==> config.mk <==
export PLATFORM = sky130hd
export DESIGN_NAME = overload_alarm_status
export DESIGN_NICKNAME = d
export VERILOG_FILES = /design/src/rtl/overload_alarm_pkg.sv /design/src/rtl/alarm_sync.sv /design/src/rtl/status_ctrl.sv /design/src/rtl/status_datapath.sv /design/src/rtl/overload_alarm_status.sv
export SDC_FILE = /design/constraint.sdc
export NUM_CORES = 1
export LEC_CHECK = 0
export ABC_CLOCK_PERIOD_IN_PS = 1000
export BUFFER_PORTS_ARGS = -buffer_cell sky130_fd_sc_hd__buf_2
export CORE_ASPECT_RATIO = 1.25
export CORE_MARGIN = 4
export CORE_UTILIZATION = 25
export CTS_BUF_LIST = sky130_fd_sc_hd__clkbuf_8
export CTS_CLUSTER_DIAMETER = 200
export DETAILED_ROUTE_END_ITERATION = 10
export GPL_TIMING_DRIVEN = 0
export PLACE_DENSITY = 0.48
export RECOVER_POWER = 25
export SYNTH_ARGS = -nofsm -noshare
export SYNTH_HDL_FRONTEND = slang
export SYNTH_HIERARCHICAL = 1
export SYNTH_SLANG_ARGS = --single-unit
==> constraint.sdc <==
create_clock -name clk -period 1 [get_ports clk]
set_input_delay 0 -clock clk [delete_from_list [all_inputs] [get_ports clk]]
set_output_delay 0 -clock clk [all_outputs]
set_load 0.01 [all_outputs]
==> src/rtl/overload_alarm_pkg.sv <==
package overload_alarm_pkg;
  localparam int ADDR_W      = 8;
  localparam int DATA_W      = 8;
  localparam int NUM_POINTS  = 4;
  localparam int NUM_ALARMS  = NUM_POINTS * 2;
  localparam int SYNC_STAGES = 2;
  localparam int SUMMARY_BIT = 4;
  localparam int CRC_BIT     = 0;

  localparam logic [ADDR_W-1:0] MAIN_ADDR  = 8'h01;
  localparam logic [ADDR_W-1:0] ALARM_ADDR = 8'h11;
  localparam logic [ADDR_W-1:0] CRC_ADDR   = 8'h12;

  typedef enum logic [1:0] {
    SEL_NONE  = 2'd0,
    SEL_MAIN  = 2'd1,
    SEL_ALARM = 2'd2,
    SEL_CRC   = 2'd3
  } readSel_e;

  typedef struct packed {
    logic     clrAlarm;
    logic     clrCrc;
    readSel_e sel;
  } strobe_t;
endpackage

==> src/rtl/alarm_sync.sv <==
module alarm_sync #(
  parameter int WIDTH  = 8,
  parameter int STAGES = 2
) (
  input  logic             clk,
  input  logic             rstN,
  input  logic [WIDTH-1:0] din,
  output logic [WIDTH-1:0] dout
);
  logic [WIDTH-1:0] stage [STAGES];

  always_ff @(posedge clk or negedge rstN) begin
    if (!rstN) stage[0] <= '0;
    else       stage[0] <= din;
  end

  for (genvar s = 1; s < STAGES; s++) begin : g_stage
    always_ff @(posedge clk or negedge rstN) begin
      if (!rstN) stage[s] <= '0;
      else       stage[s] <= stage[s-1];
    end
  end

  assign dout = stage[STAGES-1];
endmodule

==> src/rtl/status_ctrl.sv <==
module status_ctrl
  import overload_alarm_pkg::*;
(
  input  logic              rdEn,
  input  logic [ADDR_W-1:0] rdAddr,
  output strobe_t           strb
);
  always_comb begin
    strb = '{clrAlarm: 1'b0, clrCrc: 1'b0, sel: SEL_NONE};
    if (rdEn) begin
      unique case (rdAddr)
        MAIN_ADDR:  strb.sel = SEL_MAIN;
        ALARM_ADDR: begin
          strb.sel      = SEL_ALARM;
          strb.clrAlarm = 1'b1;
        end
        CRC_ADDR: begin
          strb.sel    = SEL_CRC;
          strb.clrCrc = 1'b1;
        end
        default:    strb.sel = SEL_NONE;
      endcase
    end
  end
endmodule

==> src/rtl/status_datapath.sv <==
module status_datapath
  import overload_alarm_pkg::*;
(
  input  logic                  clk,
  input  logic                  rstN,
  input  logic [NUM_ALARMS-1:0] syncedAlarm,
  input  logic                  crcErrPulse,
  input  strobe_t               strb,
  output logic [NUM_ALARMS-1:0] alarmLat,
  output logic                  crcLat,
  output logic                  summary,
  output logic [DATA_W-1:0]     rdData
);
  logic [NUM_ALARMS-1:0] alarmNext;
  logic                  crcNext;
  logic [DATA_W-1:0]     rdNext;

  // Clear first, then OR in the new events, so a colliding event survives.
  always_comb begin
    alarmNext = (strb.clrAlarm ? '0 : alarmLat) | syncedAlarm;
    crcNext   = (strb.clrCrc ? 1'b0 : crcLat) | crcErrPulse;
  end

  assign summary = (|alarmLat) | crcLat;

  always_comb begin
    rdNext = '0;
    unique case (strb.sel)
      SEL_MAIN:  rdNext[SUMMARY_BIT] = summary;
      SEL_ALARM: rdNext[NUM_ALARMS-1:0] = alarmLat;
      SEL_CRC:   rdNext[CRC_BIT] = crcLat;
      default:   rdNext = '0;
    endcase
  end

  always_ff @(posedge clk or negedge rstN) begin
    if (!rstN) begin
      alarmLat <= '0;
      crcLat   <= 1'b0;
      rdData   <= '0;
    end else begin
      alarmLat <= alarmNext;
      crcLat   <= crcNext;
      rdData   <= rdNext;
    end
  end
endmodule

==> src/rtl/overload_alarm_status.sv <==
module overload_alarm_status
  import overload_alarm_pkg::*;
(
  input  logic                  clk,
  input  logic                  rstN,
  input  logic [NUM_ALARMS-1:0] alarmRaw,
  input  logic                  crcErrPulse,
  input  logic                  rdEn,
  input  logic [ADDR_W-1:0]     rdAddr,
  output logic [DATA_W-1:0]     rdData,
  output logic                  summaryOut
);
  logic [NUM_ALARMS-1:0] syncedAlarm;
  logic [NUM_ALARMS-1:0] alarmLat;
  logic                  crcLat;
  strobe_t               strb;

  alarm_sync #(.WIDTH(NUM_ALARMS), .STAGES(SYNC_STAGES)) u_sync (
    .clk(clk), .rstN(rstN), .din(alarmRaw), .dout(syncedAlarm)
  );

  status_ctrl u_ctrl (
    .rdEn(rdEn), .rdAddr(rdAddr), .strb(strb)
  );

  status_datapath u_dp (
    .clk(clk), .rstN(rstN), .syncedAlarm(syncedAlarm),
    .crcErrPulse(crcErrPulse), .strb(strb), .alarmLat(alarmLat),
    .crcLat(crcLat), .summary(summaryOut), .rdData(rdData)
  );
endmodule

==> results by group, run 1 <==
Power
  • Net switching power: 530 uW
  • Sequential fraction of design power: 52.7%
  • Worst VDD drop: 988 uV
  • Power consumption: 2610 uW
  • Power per cell area: 1500 mW/mm^2
  • Clk pwr share: 41.2%
  • P_leak: 0.000791 uW
  • Cell-internal power: 2080 uW
  • Logic pwr share: 6.1%
  • Net Sw Frac: 20.3%

Setup path
  • Setup Crit Path Kind: in -> reg
  • Critical-path cell list: buf_2, or3b_2, nor3_4, inv_1, ha_1, a21oi_2, nor2_1, and2_1
  • CP max stage cell: or3b_2
  • Crit. End Element: register
  • Critical path startpoint category: primary input
  • Crit path largest cell delay: 0.55 ns
  • Peak fanout along the critical path: 3
  • R2R Setup Slk: -0.20 ns
  • Data required, critical path: 1.17 ns
  • Worst EP arrival: 1.47 ns

Synth
  • Yosys warns: 6
  • Syn Area/Cell: 14.7 sq um
  • Ys flop type: dfrtp_1
  • Yosys top cell by area: dfrtp_1
  • Synth top area cells: dfrtp_1, a21o_1, buf_4, and2_1, ha_1
  • Post-synth EDFFs: 0
  • Syn Std Cell Area: 0.00119 sq mm
  • Top-count cell post-synth: dfrtp_1
  • Yosys reg bits: 33
  • Most frequent cells after synthesis: dfrtp_1, a21o_1, buf_4
  • Mapped Cells: 81
  • Post-synth ARST share: 100%
  • Post-synthesis sequential area ratio: 69.5%
  • Distinct cells, synth: 21
  • Syn_nets: 104
  • Top cell type's share of synthesized area: 69.5%

Global route
  • Routing usage on met1: 7.24%
  • Initial antenna violation count: 0
  • Gr usage total: 7.33%
  • First-pass GRT wire length: 3420 um
  • Largest net degree at the start of global routing: 34
  • M2 GR Usage: 12.2%
  • Congestion Overflow GR: 0
  • Vias in the first global route: 808
  • GR Util met3: 3.67%
  • Grt peak-use layer: met2

Timing
  • Setup ws final: -0.294 ns
  • Final worst-path cycle share: 129%
  • Slew margin rel.: 53.4%
  • FMAX: 0.773 GHz
  • Layout Skew: 0.00276 ns
  • Min Tclk post-route: 1.29 ns
  • Final Max Slew Viols: 0
  • Least-Margin Pin Slew: 0.698 ns
  • Setup repair after global routing missed its margin: true
  • Number of setup violations in the final report: 18
  • Final Hold Fails: 0

Die
  • Die ar.: 0.00592 sq mm
  • I/O pin count: 29
  • DIE HEIGHT: 85.1 um
  • Core area: 0.00449 sq mm
  • Initial Utilization: 26.4%
  • Die W: 69.6 um
  • Rows: 27

Job
  • MaxCap Viol Count: 0

Final layout
  • N_diodes: 0
  • Area Overhead vs Synth: 46.5%
  • Share of layout cells above drive strength 1: 48.5%
  • Fill cell count: 448
  • Nets: 158

CTS
  • CTS Root Cell: clkbuf_8
  • Clk slew on worst S/H paths: 0.06 ns
  • Num CTS Buffers: 5
  • CTS Sinks: 33
  • H-tree depth: 2
  • CTS tree: yes
  • Clock latency at the later pin of the worst-skew pair: 0.28 ns
  • Clock Path Buffers: 2

Drt
  • 1st-pass router iterations: 3
  • Initial DRC count: 11
  • Routed Antenna Nets: 0
  • Vias: 769
  • Final WL: 1960 um
  • DRC: 0
  • Post-DR wirelength/cell: 10.1 um
  • DR vias/cell: 3.96

Outcome
  • Failing checks: setup timing
  • Outcome: complete, but fails checks

Placed design
  • IO buf count: 28
  • Final HPWL DP: 1330 um
  • Final RePlAce weighted congestion: 0.745
  • Pre-CTS setup slack: -0.756 ns

Worst hold path
  • HP Class: in -> reg
==> cell usage in the layout (no fill, tap or decap), drive strengths merged <==
master	n
inv	5
buf	45
a21o	9
nor4b	1
and2	7
nand3b	1
xnor2	1
nor2	2
dfrtp	33
a22o	1
clkinv	1
nand3	1
a2111oi	1
dlygate4sd3	10
nor3	2
or3b	2
a21oi	1
or4b	1
nor4	2
ha	3
clkbuf	7
==> state kept, by name, indices dropped and copies added, names as in the netlist <==
| signal | cells |
|---|---|
| u_sync/dout | 8 |
| u_dp/alarmLat | 8 |
| u_dp/crcLat | 1 |
| u_sync/stage | 8 |
| u_dp/rdData | 8 |
==> per-stage QoR <==
stage,TNS (ns),utilization [%],cells,hold slack (ns),cell area (sq um)
6_report,-4.07,38.7,194,0.0707,1740
5_1_grt,-5.04,38.7,194,0.110,1740
4_1_cts,-4.81,37.7,191,0.0630,1700
3_5_place_dp,-8.72,31.5,167,0.0935,1420
3_3_place_gp,-8.59,31.5,167,0.0811,1420
2_1_floorplan,-5.02,-,81,-0.296,1200
==> power by group through the flow <==
stage	combinational, uW	sequential (uW)	clock, uW
finish	159	1380	1080
detailed placement	116	1400	0
CTS	155	1380	1120
floorplan	42.2	1400	0
global placement	112	1400	0
global route	178	1380	1170
==> layout make-up <==
cell class	instances	area [sq um]	share of cell area (%)
sequential	33	826	47.5
multi-input combinational	35	340	19.6
timing repair buffer	47	320	18.4
clock buffer	7	96.3	5.54
tap	58	72.6	4.17
buffer	8	60.1	3.45
inverter	5	18.8	1.08
clock inverter	1	5.00	0.288
==> layer usage <==
layer / routed length (um) / part of all wire [%]
met1: 730 / 37
met2: 1010 / 52
met3: 159 / 8.1
met4: 57 / 2.9
met5: 0 / 0
==> path summary, 6_finish.rpt <==
check,start,endpoint,cells after the start
worst max-delay path,rdAddr[3],u_dp/rdData[4],8
worst min-delay path,rdAddr[0],u_dp/crcLat,4
worst max register to register,u_dp/alarmLat[4],u_dp/rdData[4],4
worst min register to register,u_sync/stage[11],u_sync/dout[3],0
max in group asynchronous,rstN,u_sync/dout[5],2
min in group asynchronous,rstN,u_sync/stage[15],2
==> cells by family (layout without fill, tap and decap cells) <==
group           Yosys count  in the layout  synth area share [%]
compound gates           12             12                  8.22
simple gates             19             19                  11.7
buf+inv                  13             68                  6.64
xor+xnor                  1              1                 0.738
fa+ha+maj                 3              3                  3.16
flops                    33             33                  69.5
==> repair_timing <==
item                                   4_1_cts  5_1_grt
pin swaps                                    7       10
setup buffers                                6        3
endpoints found under the hold margin       42        0
setup endpoints to repair                   17       18
gates resized for setup                      6        5
hold buffers                                10        0
==> worst max-delay path: cells and delay by family <==
kind	cells	cell delay [ns]
and+or+nand+nor	4	1.00
buffers and inverters	2	0.19
adders and majority gates	1	0.19
AOI/OAI and AO/OA	1	0.10
No activity file was read; power rests on OpenSTA's default activity.
==> inputs of run 2 (changes only) <==
--- a/config.mk
+++ b/config.mk
@@ -14,7 +14,7 @@
 export CTS_CLUSTER_DIAMETER = 200
 export DETAILED_ROUTE_END_ITERATION = 10
 export GPL_TIMING_DRIVEN = 0
-export PLACE_DENSITY = 0.48
+export PLACE_DENSITY = 0.55
 export RECOVER_POWER = 25
 export SYNTH_ARGS = -nofsm -noshare
 export SYNTH_HDL_FRONTEND = slang
==> run 2 against run 1 <==
Critical path depth stayed put. The run still ends with setup timing left. Design area is 1.2% lower. Wire length is 1.5% lower. Sequential share of layout area is 0.55 points higher.
==> results by group, run 2 (same netlist as run 1, synthesis figures left out) <==
Placed design
  • Dpl cells: 167
  • IO buf count: 28
  • Dpl cell area: 0.00142 sq mm
  • Final RePlAce weighted congestion: 0.739
  • Final HPWL DP: 1270 um

CTS
  • CTS Root Cell: clkbuf_8
  • Num CTS Buffers: 5
  • Clk slew on worst S/H paths: 0.06 ns
  • H-tree depth: 2
  • Clock latency at the later pin of the worst-skew pair: 0.28 ns
  • CTS Sinks: 33
  • Clock Path Buffers: 2
  • CTS tree: yes

Job
  • MaxCap Viol Count: 0

Die
  • I/O pin count: 29
  • Die W: 69.6 um
  • Rows: 27
  • Die ar.: 0.00592 sq mm
  • Core area: 0.00449 sq mm
  • DIE HEIGHT: 85.1 um
  • Initial Utilization: 26.4%

Setup path
  • Worst R2R End: u_dp/rdData[4]
  • R2R depth: 3
  • Data required, critical path: 1.18 ns
  • Setup Crit Path Kind: in -> reg
  • Peak fanout along the critical path: 4
  • Worst EP arrival: 1.52 ns
  • CP max stage cell: or4b_4
  • Family with the most delay on the worst path: simple AND/OR/NAND/NOR gates
  • Crit path largest cell delay: 0.57 ns
  • CP bufs+invs: 2
  • Critical path startpoint category: primary input
  • R2R Setup Slk: -0.16 ns
  • Worst r2r src: u_dp/crcLat
  • Critical-path cell list: buf_6, or4b_4, a2111oi_4, inv_1, ha_4, a21oi_2, nor2_1, and2_1
  • Crit. End Element: register

Timing
  • Final Hold Fails: 0
  • Least-Margin Pin Slew: 0.672 ns
  • FMAX: 0.746 GHz
  • Final worst-path cycle share: 134%
  • Setup repair after global routing missed its margin: true
  • Layout Skew: 0.00384 ns
  • Final Max Slew Viols: 0
  • Setup ws final: -0.341 ns
  • Min Tclk post-route: 1.34 ns
  • Slew margin rel.: 55.2%
  • Number of setup violations in the final report: 18

Worst hold path
  • HP Class: in -> reg
  • Worst Hold Endpoint: u_dp/crcLat
  • Hold depth: 4
  • Hold Crit Start: rdAddr[0]

Global route
  • Gr usage total: 7.20%
  • Largest net degree at the start of global routing: 34
  • Initial antenna violation count: 0
  • Congestion Overflow GR: 0
  • Vias in the first global route: 754
  • First-pass GRT wire length: 3250 um

Power
  • Worst VDD drop: 860 uV
  • Power per cell area: 1520 mW/mm^2
  • Cell-internal power: 2080 uW
  • Net switching power: 525 uW
  • P_leak: 0.000777 uW
  • Sequential fraction of design power: 52.8%
  • Net Sw Frac: 20.1%
  • Clk pwr share: 41.1%
  • Logic pwr share: 6.1%

Drt
  • 1st-pass router iterations: 4
  • DRC: 0
  • Routed Antenna Nets: 0
  • Vias: 729
  • DR vias/cell: 3.84
  • Final WL: 1930 um
  • Post-DR wirelength/cell: 10.2 um
  • Initial DRC count: 7

Outcome
  • Outcome: complete, but fails checks
  • Failing checks: setup timing

Final layout
  • Post-route cell area: 0.00172 sq mm
  • Share of layout cells above drive strength 1: 49.2%
  • Commonest non-fill, non-tap cell in the layout: dfrtp_1
  • Fin cells: 190
  • N_diodes: 0
  • Most frequent cells in the layout: dfrtp_1, buf_2, buf_4
  • Nets: 154
  • Area Overhead vs Synth: 44.8%
[run 2: changes by cell type in the layout (fill, tap and decap cells not counted), sizes merged]
cell  change
buf       -4
[run 2: worst max path at each step]
stage,start,endpoint,slack [ns],cells past startpoint
floorplan,rdAddr[5],u_dp/rdData[4],-0.52,7
global placement,rdAddr[5],u_dp/rdData[4],-0.73,8
detailed placement,rdAddr[5],u_dp/rdData[4],-0.77,8
CTS,rdAddr[6],u_dp/rdData[4],-0.42,8
global route,rdAddr[5],u_dp/rdData[4],-0.39,8
finish,rdAddr[5],u_dp/rdData[4],-0.34,8
[run 2: worst min-delay path, delay by kind of cell]
kind / cells / cell delay (ns)
AO/OA/AOI/OAI: 1 / 0.10
AND/OR/NAND/NOR: 1 / 0.06
buffers and inverters: 2 / 0.17
[run 2: stage by stage]
step           setup TNS [ns]  setup WS (ns)  hold slack, ns  total power, uW  utilization, %
2_1_floorplan           -5.02         -0.517          -0.296             1440               -
3_3_place_gp            -8.28         -0.730          0.0692             1510            31.5
3_5_place_dp            -8.56         -0.769          0.0767             1520            31.5
4_1_cts                 -4.91         -0.422          0.0588             2630            37.6
5_1_grt                 -5.25         -0.388           0.116             2730            38.3
6_report                -4.63         -0.341          0.0767             2610            38.3
[run 2: layout make-up]
cell class	count	area [sq um]
Clock buffer	7	96.3
Multi-Input combinational cell	35	350
Sequential cell	33	826
Tap cell	58	72.6
Inverter	5	18.8
Fill cell	428	2770
Clock inverter	1	5.00
Buffer	8	60.1
Timing Repair Buffer	43	290
[run 2: layer usage]
metal / vias up / share of wire, % / track usage, %
met4: 0 / 3.7 / 6.79
li1: 363 / - / -
met2: 31 / 48 / 10.7
met3: 7 / 9.1 / 3.32
met1: 328 / 39 / 7.46
met5: - / 0 / 0
[run 2: what timing repair did]
item | CTS | global route
endpoints found under the setup margin | 17 | 18
hold buffers | 10 | 0
endpoints found under the hold margin | 42 | 0
resized for setup | 7 | 7
setup buffers | 5 | 0
pin swaps | 8 | 5
[run 2: power by group through the flow]
stage / combinational (uW) / sequential, uW / clock, uW
2_1_floorplan: 42.2 / 1400 / 0
3_3_place_gp: 110 / 1400 / 0
3_5_place_dp: 115 / 1400 / 0
4_1_cts: 153 / 1380 / 1100
5_1_grt: 179 / 1380 / 1170
6_report: 160 / 1380 / 1070
